### src/rtl/curs_pkg.sv
package curs_pkg;
  localparam int CUR_DIM     = 64;
  localparam int LINE_BYTES  = 16;
  localparam int PLANE_BYTES = LINE_BYTES / 2;
  localparam int PIX_W       = 32;

  typedef enum logic [2:0] {
    SEL_BASE = 3'd0,
    SEL_POS  = 3'd1,
    SEL_HOT  = 3'd2,
    SEL_COL0 = 3'd3,
    SEL_COL1 = 3'd4
  } reg_sel_e;

  typedef enum logic [1:0] {
    PM_PASS,
    PM_INV,
    PM_COL0,
    PM_COL1
  } pix_mode_e;

  function automatic pix_mode_e pick_mode(logic hit, logic and_b, logic xor_b);
    if (!hit) return PM_PASS;
    if (and_b) return xor_b ? PM_INV : PM_PASS;
    return xor_b ? PM_COL1 : PM_COL0;
  endfunction
endpackage

### src/rtl/curs_regs.sv
module curs_regs
  import curs_pkg::*;
#(
  parameter int ADDR_W = 12,
  parameter int POS_W  = 14,
  parameter int COL_W  = 24
) (
  input  logic              clk,
  input  logic              rst_n,
  input  logic              wr_en,
  input  logic [2:0]        wr_sel,
  input  logic [31:0]       wr_data,
  input  logic              frame_start,
  output logic [POS_W-1:0]  act_x,
  output logic [POS_W-1:0]  act_y,
  output logic [COL_W-1:0]  act_col0,
  output logic [COL_W-1:0]  act_col1,
  output logic [ADDR_W-1:0] act_start
);
  localparam int SH_W   = $clog2(LINE_BYTES);
  localparam int BASE_W = ADDR_W - SH_W;
  localparam int HOT_W  = 6;

  logic [BASE_W-1:0] pend_base, act_base;
  logic [POS_W-1:0]  pend_x, pend_y;
  logic [HOT_W-1:0]  pend_hx, pend_hy, act_hx, act_hy;
  logic [COL_W-1:0]  pend_c0, pend_c1;
  logic              lock_q;
  logic              unused_wr_bits;

  assign unused_wr_bits = wr_data[30];

  always_ff @(posedge clk) begin
    if (!rst_n) begin
      pend_base <= '0;
      pend_x    <= '0;
      pend_y    <= '0;
      pend_hx   <= '0;
      pend_hy   <= '0;
      pend_c0   <= '0;
      pend_c1   <= '0;
      lock_q    <= 1'b0;
    end else if (wr_en) begin
      case (wr_sel)
        SEL_BASE: begin
          pend_base <= wr_data[ADDR_W-1:SH_W];
          lock_q    <= wr_data[31];
        end
        SEL_POS: begin
          pend_x <= wr_data[16 +: POS_W];
          pend_y <= wr_data[POS_W-1:0];
          lock_q <= wr_data[31];
        end
        SEL_HOT: begin
          pend_hx <= wr_data[16 +: HOT_W];
          pend_hy <= wr_data[HOT_W-1:0];
          lock_q  <= wr_data[31];
        end
        SEL_COL0: pend_c0 <= wr_data[COL_W-1:0];
        SEL_COL1: pend_c1 <= wr_data[COL_W-1:0];
        default: ;
      endcase
    end
  end

  always_ff @(posedge clk) begin
    if (!rst_n) begin
      act_base <= '0;
      act_x    <= '0;
      act_y    <= '0;
      act_hx   <= '0;
      act_hy   <= '0;
      act_col0 <= '0;
      act_col1 <= '0;
    end else if (frame_start && !lock_q) begin
      act_base <= pend_base;
      act_x    <= pend_x;
      act_y    <= pend_y;
      act_hx   <= pend_hx;
      act_hy   <= pend_hy;
      act_col0 <= pend_c0;
      act_col1 <= pend_c1;
    end
  end

  assign act_start = {act_base, {SH_W{1'b0}}} - ADDR_W'(act_hx)
                   - ADDR_W'({act_hy, {SH_W{1'b0}}});

  a_r10_frozen_while_locked: assert property (@(posedge clk) disable iff (!rst_n)
    lock_q |=> $stable(act_x) && $stable(act_y) && $stable(act_col0) && $stable(act_start));

  a_r11_change_only_at_frame: assert property (@(posedge clk) disable iff (!rst_n)
    !frame_start |=> $stable(act_x) && $stable(act_col1) && $stable(act_start));
endmodule

### src/rtl/curs_fetch.sv
module curs_fetch
  import curs_pkg::*;
#(
  parameter int ADDR_W = 12,
  parameter int POS_W  = 14,
  parameter int VD_W   = 12
) (
  input  logic               clk,
  input  logic               rst_n,
  input  logic               go,
  input  logic [POS_W-1:0]   prep_y,
  input  logic [POS_W-1:0]   act_y,
  input  logic [ADDR_W-1:0]  act_start,
  input  logic [VD_W-1:0]    v_disp,
  output logic               busy,
  output logic               rd_en,
  output logic [ADDR_W-1:0]  rd_addr,
  input  logic [7:0]         rd_data,
  output logic [CUR_DIM-1:0] and_plane,
  output logic [CUR_DIM-1:0] xor_plane,
  output logic               line_hit,
  output logic [POS_W-1:0]   line_y
);
  localparam int CNT_W = $clog2(LINE_BYTES);
  localparam int ROW_W = $clog2(CUR_DIM);
  localparam int CW    = (POS_W > VD_W ? POS_W : VD_W) + 1;

  logic              fetching, rd_q;
  logic [CNT_W-1:0]  cnt, idx_q;
  logic [ADDR_W-1:0] row_base_q;
  logic [7:0]        line_q [LINE_BYTES];
  logic [POS_W-1:0]  row;
  logic              in_rows, in_disp;

  assign row     = prep_y - act_y;
  assign in_rows = (prep_y >= act_y) && (row < POS_W'(CUR_DIM));
  assign in_disp = CW'(prep_y) <= CW'(v_disp);

  always_ff @(posedge clk) begin
    if (!rst_n) begin
      fetching   <= 1'b0;
      cnt        <= '0;
      row_base_q <= '0;
      line_hit   <= 1'b0;
      line_y     <= '0;
    end else if (go && !busy) begin
      fetching   <= 1'b1;
      cnt        <= '0;
      row_base_q <= act_start + ADDR_W'({row[ROW_W-1:0], {CNT_W{1'b0}}});
      line_hit   <= in_rows && in_disp;
      line_y     <= prep_y;
    end else if (fetching) begin
      cnt <= cnt + 1'b1;
      if (cnt == CNT_W'(LINE_BYTES - 1)) fetching <= 1'b0;
    end
  end

  always_ff @(posedge clk) begin
    if (!rst_n) begin
      rd_q  <= 1'b0;
      idx_q <= '0;
    end else begin
      rd_q  <= fetching;
      idx_q <= cnt;
    end
  end

  always_ff @(posedge clk) begin
    if (!rst_n) begin
      for (int i = 0; i < LINE_BYTES; i++) line_q[i] <= '0;
    end else if (rd_q) begin
      line_q[idx_q] <= rd_data;
    end
  end

  assign busy    = fetching | rd_q;
  assign rd_en   = fetching;
  assign rd_addr = row_base_q + ADDR_W'(cnt);

  for (genvar c = 0; c < CUR_DIM; c++) begin : g_unpack
    assign and_plane[c] = line_q[c / 8][7 - (c % 8)];
    assign xor_plane[c] = line_q[PLANE_BYTES + c / 8][7 - (c % 8)];
  end

  a_r13_go_starts_reads: assert property (@(posedge clk) disable iff (!rst_n)
    go && !busy |=> rd_en && busy);

  a_r13_addr_steps: assert property (@(posedge clk) disable iff (!rst_n)
    rd_en && $past(rd_en) |-> rd_addr == ADDR_W'($past(rd_addr) + 1'b1));
endmodule

### src/rtl/curs_pixel.sv
module curs_pixel
  import curs_pkg::*;
#(
  parameter int POS_W = 14,
  parameter int HD_W  = 11,
  parameter int COL_W = 24
) (
  input  logic               clk,
  input  logic               rst_n,
  input  logic               cur_en,
  input  logic [HD_W-1:0]    h_disp,
  input  logic [POS_W-1:0]   act_x,
  input  logic [COL_W-1:0]   act_col0,
  input  logic [COL_W-1:0]   act_col1,
  input  logic [CUR_DIM-1:0] and_plane,
  input  logic [CUR_DIM-1:0] xor_plane,
  input  logic               line_hit,
  input  logic [POS_W-1:0]   line_y,
  input  logic               in_valid,
  output logic               in_ready,
  input  logic [POS_W-1:0]   in_x,
  input  logic [POS_W-1:0]   in_y,
  input  logic [PIX_W-1:0]   in_bg,
  output logic               out_valid,
  input  logic               out_ready,
  output logic [PIX_W-1:0]   out_pix
);
  localparam int ROW_W = $clog2(CUR_DIM);
  localparam int CW    = (POS_W > HD_W + 3 ? POS_W : HD_W + 3) + 1;
  localparam int PAD_W = PIX_W - COL_W;

  logic [CW-1:0]    wid;
  logic [POS_W-1:0] dx;
  logic [ROW_W-1:0] col;
  logic             draw;

  logic             v1, hit1, and1, xor1;
  logic [PIX_W-1:0] bg1;
  logic             v2;
  logic [PIX_W-1:0] pix2, nxt_pix;
  pix_mode_e        mode1;

  assign wid  = (CW'(h_disp) + CW'(1)) << 3;
  assign dx   = in_x - act_x;
  assign col  = dx[ROW_W-1:0];
  assign draw = cur_en && line_hit && (in_y == line_y) && (in_x >= act_x)
             && (dx < POS_W'(CUR_DIM)) && (CW'(in_x) < wid);

  assign in_ready = !v1 || !v2 || out_ready;

  always_ff @(posedge clk) begin
    if (!rst_n) begin
      v1   <= 1'b0;
      hit1 <= 1'b0;
      and1 <= 1'b0;
      xor1 <= 1'b0;
      bg1  <= '0;
    end else if (in_ready) begin
      v1 <= in_valid;
      if (in_valid) begin
        hit1 <= draw;
        and1 <= and_plane[col];
        xor1 <= xor_plane[col];
        bg1  <= in_bg;
      end
    end
  end

  assign mode1 = pick_mode(hit1, and1, xor1);

  always_comb begin
    case (mode1)
      PM_INV:  nxt_pix = ~bg1;
      PM_COL0: nxt_pix = {act_col0, {PAD_W{1'b1}}};
      PM_COL1: nxt_pix = {act_col1, {PAD_W{1'b1}}};
      default: nxt_pix = bg1;
    endcase
  end

  always_ff @(posedge clk) begin
    if (!rst_n) begin
      v2   <= 1'b0;
      pix2 <= '0;
    end else if (!v2 || out_ready) begin
      v2 <= v1;
      if (v1) pix2 <= nxt_pix;
    end
  end

  assign out_valid = v2;
  assign out_pix   = pix2;

  a_r12_hold_when_stalled: assert property (@(posedge clk) disable iff (!rst_n)
    out_valid && !out_ready |=> out_valid && $stable(out_pix));

  a_r12_accept_fills: assert property (@(posedge clk) disable iff (!rst_n)
    in_valid && in_ready |=> v1);
endmodule

### src/rtl/cursor_overlay.sv
module cursor_overlay
  import curs_pkg::*;
#(
  parameter int ADDR_W = 12,
  parameter int POS_W  = 14,
  parameter int HD_W   = 11,
  parameter int VD_W   = 12,
  parameter int COL_W  = 24
) (
  input  logic              clk,
  input  logic              rst_n,
  input  logic              wr_en,
  input  logic [2:0]        wr_sel,
  input  logic [31:0]       wr_data,
  input  logic              frame_start,
  input  logic              cur_en,
  input  logic [HD_W-1:0]   h_disp,
  input  logic [VD_W-1:0]   v_disp,
  input  logic              prep_go,
  input  logic [POS_W-1:0]  prep_y,
  output logic              prefetch_busy,
  output logic              pat_rd_en,
  output logic [ADDR_W-1:0] pat_addr,
  input  logic [7:0]        pat_rdata,
  input  logic              in_valid,
  output logic              in_ready,
  input  logic [POS_W-1:0]  in_x,
  input  logic [POS_W-1:0]  in_y,
  input  logic [31:0]       in_bg,
  output logic              out_valid,
  input  logic              out_ready,
  output logic [31:0]       out_pix
);
  logic [POS_W-1:0]   act_x, act_y, line_y;
  logic [COL_W-1:0]   act_col0, act_col1;
  logic [ADDR_W-1:0]  act_start;
  logic [CUR_DIM-1:0] and_plane, xor_plane;
  logic               line_hit;

  curs_regs #(.ADDR_W(ADDR_W), .POS_W(POS_W), .COL_W(COL_W)) u_regs (
    .clk(clk), .rst_n(rst_n), .wr_en(wr_en), .wr_sel(wr_sel), .wr_data(wr_data),
    .frame_start(frame_start), .act_x(act_x), .act_y(act_y),
    .act_col0(act_col0), .act_col1(act_col1), .act_start(act_start)
  );

  curs_fetch #(.ADDR_W(ADDR_W), .POS_W(POS_W), .VD_W(VD_W)) u_fetch (
    .clk(clk), .rst_n(rst_n), .go(prep_go), .prep_y(prep_y), .act_y(act_y),
    .act_start(act_start), .v_disp(v_disp), .busy(prefetch_busy),
    .rd_en(pat_rd_en), .rd_addr(pat_addr), .rd_data(pat_rdata),
    .and_plane(and_plane), .xor_plane(xor_plane),
    .line_hit(line_hit), .line_y(line_y)
  );

  curs_pixel #(.POS_W(POS_W), .HD_W(HD_W), .COL_W(COL_W)) u_pixel (
    .clk(clk), .rst_n(rst_n), .cur_en(cur_en), .h_disp(h_disp),
    .act_x(act_x), .act_col0(act_col0), .act_col1(act_col1),
    .and_plane(and_plane), .xor_plane(xor_plane),
    .line_hit(line_hit), .line_y(line_y),
    .in_valid(in_valid), .in_ready(in_ready), .in_x(in_x), .in_y(in_y), .in_bg(in_bg),
    .out_valid(out_valid), .out_ready(out_ready), .out_pix(out_pix)
  );
endmodule

### config.mk
export PLATFORM = sky130hd
export DESIGN_NAME = cursor_overlay
export DESIGN_NICKNAME = d
export VERILOG_FILES = /design/src/rtl/curs_pkg.sv /design/src/rtl/curs_regs.sv /design/src/rtl/curs_fetch.sv /design/src/rtl/curs_pixel.sv /design/src/rtl/cursor_overlay.sv
export SDC_FILE = /design/constraint.sdc
export NUM_CORES = 1
export LEC_CHECK = 0
export ABC_AREA = 1
export BUFFER_PORTS_ARGS = -buffer_cell sky130_fd_sc_hd__clkbuf_2
export CORE_MARGIN = 2
export CORE_UTILIZATION = 55
export CTS_CLUSTER_SIZE = 28
export DETAILED_ROUTE_END_ITERATION = 8
export HOLD_SLACK_MARGIN = 0.1
export PLACE_DENSITY = 0.75
export SYNTH_ARGS = -nofsm -noshare
export SYNTH_HDL_FRONTEND = slang
export SYNTH_SLANG_ARGS = --single-unit
### constraint.sdc
create_clock -name clk -period 6.67 [get_ports clk]
set_input_delay 0.667 -clock clk [delete_from_list [all_inputs] [get_ports clk]]
set_output_delay 0.667 -clock clk [all_outputs]
set_load 0.05 [all_outputs]
Word level (Yosys, flattened, before mapping)
Memory sizes are Yosys's and may differ from the RTL's.
Cells that the tools add are included.

storage, ports and cells
  word-level logic and storage cells = 108
  flip-flop bits (word level) = 299
  memories kept = 1
  bits of input ports = 148
  output and inout bits = 48
  memory bits (writable) = 128

memories
  memory          depth  bits a word  rd ports  clocked after memory_dff  write ports  RTL line          source
  u_fetch.line_q  16     8            16        0                         16           curs_fetch.sv:31  logic [7:0] line_q [LINE_BYTES];

operators by class
  multiplexer cells = 23
  reductions and logical operators = 28
  add/sub/neg operators = 8
  bitwise operators = 3
  magnitude comparators = 7
  equality and inequality tests = 9

operators by type and width
  cell                     number
  $pmux W32 S3             1
  $not A32 Y32             1
  $ge A14 B14 Y1           2
  $lt A14 B7 Y1 const B    2
  $sub A14 B14 Y14         2
  $reduce_and A2 Y1        8
  $lt A14 B15 Y1           1
  $eq A14 B14 Y1           1
  $le A14 B12 Y1           1
  $mux W1                  14
  $add A11 B1 Y12 const B  1
  $add A12 B10 Y12         1
  $add A12 B4 Y12          1
  $bmux W1 S6              2
  $sub A12 B10 Y12         1
  $sub A12 B6 Y12          1
  $logic_and A1 B1 Y1      9
  $mux W2                  4
  $mux W8                  1
  $reduce_or A8 Y1         1
  $lt A6 B7 Y1 const B     1
  $eq A3 B2 Y1 const B     2
  $add A4 B1 Y4 const B    1
  $eq A2 B2 Y1 const B     2
  12 further kinds         17

Depth between registers and ports, before layout
  depth after elaboration = 6
  depth in mapped cells = 17
  gate-level depth less buffers = 17

Cells and area by module
A second synthesis with hierarchy kept.

second synthesis, totals
  cells, all modules = 2676
  area, all modules = 20651.1 um2

by module, submodules not included
  module      area each (um2)  seq. area each (um2)  times used  cells an instance
  curs_fetch  7637.3           4584.4                1           759
  curs_regs   7318.3           3863.7                1           957
  curs_pixel  5695.5           1381.3                1           960

Worst setup path before layout
Ideal clock, no wire load.

  path kind = input to register
  start point = input port prep_y[0]
  end point = register u_fetch.row_base_q[9]
  required time = 6.556 ns
  slack = 3.448 ns
  stages = 12
  library setup time = 0.114 ns
  buffers on the path = 0
  arrival time = 3.108 ns
  path through = inv_1 ha_1 fa_1 o21ai_2 xor2_1 fa_1 ha_1 a21oi_1 nand2_1 or2_2 nand3_1 nand2_1

between the ends
  word-level cells in the longest chain between the ends = 2

ends and longest elaborated chain
  what                  RTL line              source
  from (decl)           cursor_overlay.sv:20  input logic [POS_W-1:0] prep_y,
  $sub A14 B14 Y14      curs_fetch.sv:35      assign row = prep_y - act_y;
  $add A12 B10 Y12      curs_fetch.sv:49      row_base_q <= act_start + ADDR_W'({row[ROW_W-1:0], {CNT_W{1'b0}}});
  to (signal assigned)  curs_fetch.sv:49
  to (decl)             curs_fetch.sv:30      logic [ADDR_W-1:0] row_base_q;

Every way passes these cells.
A chain may end at the register's enable or synchronous reset.

Worst setup path after layout
  start point = register u_fetch.cnt[0]
  end point = output port pat_addr[10]

between the ends
  word-level cells in the longest chain between the ends = 1

ends and longest elaborated chain
  what                    RTL line              source
  from (decl)             curs_fetch.sv:29      logic [CNT_W-1:0] cnt, idx_q;
  from (signal assigned)  curs_fetch.sv:53      cnt <= cnt + 1'b1;
  $add A12 B4 Y12         curs_fetch.sv:78      assign rd_addr = row_base_q + ADDR_W'(cnt);
  to (decl)               cursor_overlay.sv:23  output logic [ADDR_W-1:0] pat_addr,

Every way passes these cells.

==> out/metrics.csv <==
metric,value,unit
starting density of the core,0.559,
initial antenna violation count,3,
Hold WC Path Type,in -> reg,
Worst EP required,6.00,ns
clock root buffer,clkbuf_16,
synthesis-stage register bit count,427,
final instance area,22600,um^2
Worst-Margin Slew,1.10,ns
Gate power share,0.180,
critical path arrival,2.93,ns
RSZ-0062 raised after global routing,no,
core area,35700,um^2
vias in the first global route,16500,
Post-Syn Instances,2516,
post-synthesis sequential area ratio,0.493,
sw power,1.90,mW
1st-iter DRT viols,1236,
GP Congestion,0.879,
startpoint types,register,
total CTS buffers,44,
grt met1 use,0.315,
Peak Freq,278,MHz
share of post-route cells with drive strength above 1,0.114,
ANT nets after route,0,
CP Capture Type,output pin,
largest net degree at the start of global routing,119,
Reg power frac,0.441,
Cell Pwr Density,290,nW/um^2
num ports,196,
met2 Track Usage GR,0.475,
Clk pwr share,0.380,
post-DP HPWL,34800,um
Post CTS Setup Buffer Count,0,
Std-Cell Rows,69,
hold-fix buffers at CTS,0,
Synth top area share,0.300,
grt ovf,0,
clk_skew,0.0186,ns
"Clk Latency, worst-skew pair",0.56,ns
Area Overhead vs Synth,13.5,%
Syn Area/Cell,7.93,um^2
Sink Count,427,
setup_tns,0,ns
status,finished clean,
max cap viols,0,
PortBufs,194,
maximum vdd drop,215,uV
CTS tree,done,
number of fill cells,3148,
yosys warns,0,
# nets final,2880,
Total GRT Usage,0.263,
final hold violations,0,
H-tree depth reported by CTS,2,
"Cell Area, Placed",21200,um^2
Switching Fraction,0.291,
via count,17300,
area of the multi-input gates,8890,um^2
post-layout util,0.635,
largest fanout on the critical path,5,
Clock Path Buffers,3,
"FFs w/ async S/R, synth",0,
"Setup violations, final",0,
critical path class,reg -> out,
most used routing layer in global routing,met2,
"Reg clk slew, reported paths",0.06,ns
Synth Cell Area,19900,um^2
syn_nets,2747,
Power Internal,4.65,mW
period utilization,0.539,
Die H,194,um
die area,37800,um^2
Pre-antenna DRT Iters,7,
Worst slew margin,0.264,
routed len/inst,16.3,um
largest area contributor in the netlist,dfxtp_1,
first-pass GRT wire length,81000,um
"Slew Viols, Final",0,
met3 GRT Util,0.0436,
Post-synth EDFFs,128,
Register Area,9830,um^2
Synth area leaders,"dfxtp_1, edfxtp_1, nor2_1",
DIE WIDTH,194,um
Main synth FF type,dfxtp_1,
vias per inst,5.51,
P_leak,10.1,nW
DRT Wirelength,51200,um
Synth cell types,45,
cells resized by post-CTS repair,0,
drt drc,0,
fin crit period,3.59,ns
[cell usage after synthesis, types with 3 or more instances]
| cell type | number |
|---|---|
| nor2_1 | 689 |
| o21ai_0 | 319 |
| dfxtp_1 | 299 |
| nand2_1 | 282 |
| inv_1 | 198 |
| edfxtp_1 | 128 |
| clkbuf_1 | 107 |
| a21oi_1 | 103 |
| ha_1 | 72 |
| nand3_1 | 70 |
| o211ai_1 | 46 |
| o21ai_1 | 26 |
| xor2_1 | 22 |
| a31oi_1 | 21 |
| a221oi_1 | 17 |
| xnor2_1 | 13 |
| fa_1 | 11 |
| nand4_1 | 11 |
| o211ai_2 | 10 |
| nor3_1 | 9 |
| buf_2 | 8 |
| inv_2 | 6 |
| o22ai_1 | 6 |
| a21o_1 | 5 |
| buf_1 | 5 |
| nand3b_1 | 5 |
| nor3b_1 | 4 |
| o21bai_1 | 3 |
[power by group through the flow]
stage          sequential, mW  combinational, mW  clock (mW)
4_1_cts                  2.89               1.17        2.51
2_1_floorplan            2.97              0.799           0
3_3_place_gp             2.94               1.13           0
6_report                 2.89               1.18        2.49
5_1_grt                  2.90               1.31        2.61
3_5_place_dp             2.94               1.16           0
[logic make-up after synthesis]
kind of cell	count (synthesis)	synth area share
and+or+nand+nor	1079	0.212
AOI/OAI and AO/OA	562	0.157
DFF	427	0.493
buffers and inverters	327	0.0626
adders and majority gates	83	0.0562
xor gates and xnor gates	38	0.0184
[cell usage in the layout, fill, tap and decap left out, types with 6 or more instances in the layout]
| cell type | n |
|---|---|
| a21oi_1 | 102 |
| a221oi_1 | 17 |
| a31oi_1 | 21 |
| buf_4 | 15 |
| clkbuf_1 | 13 |
| clkbuf_16 | 45 |
| clkbuf_2 | 196 |
| clkbuf_8 | 11 |
| dfxtp_1 | 299 |
| edfxtp_1 | 128 |
| fa_1 | 11 |
| ha_1 | 72 |
| inv_1 | 197 |
| inv_2 | 6 |
| nand2_1 | 282 |
| nand3_1 | 70 |
| nand4_1 | 11 |
| nor2_1 | 687 |
| nor3_1 | 9 |
| o211ai_1 | 46 |
| o211ai_2 | 10 |
| o21ai_0 | 319 |
| o21ai_1 | 26 |
| o22ai_1 | 6 |
| xnor2_1 | 13 |
| xor2_1 | 22 |
[state kept, by name, indices dropped and copies added, names as in the netlist, 24 cells and up]
signal,count
u_fetch.line_q,128
u_regs.pend_c0,24
u_regs.act_col1,24
u_pixel.bg1,32
u_regs.pend_c1,24
u_regs.act_col0,24
u_pixel.out_pix,32
[area by class of cell]
type / count / share of cell area
Antenna cell: 2 / 0.000221
Clock buffer: 72 / 0.0593
Clock inverter: 9 / 0.00559
Inverter: 205 / 0.0341
Multi-Input combinational cell: 1762 / 0.393
Sequential cell: 427 / 0.434
Tap cell: 461 / 0.0255
Timing Repair Buffer: 209 / 0.0482
[routing by layer]
layer / vias up / part of all wire
met2: 463 / 0.51
met4: 4 / 0.031
met5: - / 0.00055
li1: 8580 / -
met3: 109 / 0.059
met1: 8189 / 0.40
[through the flow]
| stage | total power [mW] | setup slack, ns | cells | hold slack [ns] |
|---|---|---|---|---|
| 5_1_grt | 6.82 | 2.86 | 3146 | 0.349 |
| 3_3_place_gp | 4.07 | 3.12 | 3064 | 0.444 |
| 2_1_floorplan | 3.77 | 3.45 | 2516 | 0.426 |
| 4_1_cts | 6.57 | 3.04 | 3145 | 0.340 |
| 6_report | 6.55 | 3.08 | 3147 | 0.359 |
| 3_5_place_dp | 4.11 | 3.05 | 3064 | 0.452 |
[worst max-delay path: stages (launching register included)]
cell,delay [ns]
dfxtp_1,0.40
ha_1,0.20
inv_1,0.06
fa_1,0.45
inv_1,0.07
a31oi_1,0.11
nor3_1,0.26
nand3_1,0.18
nor2_1,0.15
xor2_1,0.19
clkbuf_2,0.32
[path summary, 6_finish.rpt]
path / start / end / slack (ns) / depth (start not counted)
worst max-delay path: u_fetch.cnt[0] / pat_addr[10] / 3.08 / 10
worst min-delay path: wr_data[24] / u_regs.pend_x[8] / 0.36 / 3
worst max register to register: u_regs.act_y[0] / u_fetch.row_base_q[11] / 3.50 / 12
worst min register to register: u_fetch.line_hit / u_fetch.line_hit / 0.46 / 2
No activity file was read; power rests on OpenSTA's default activity.
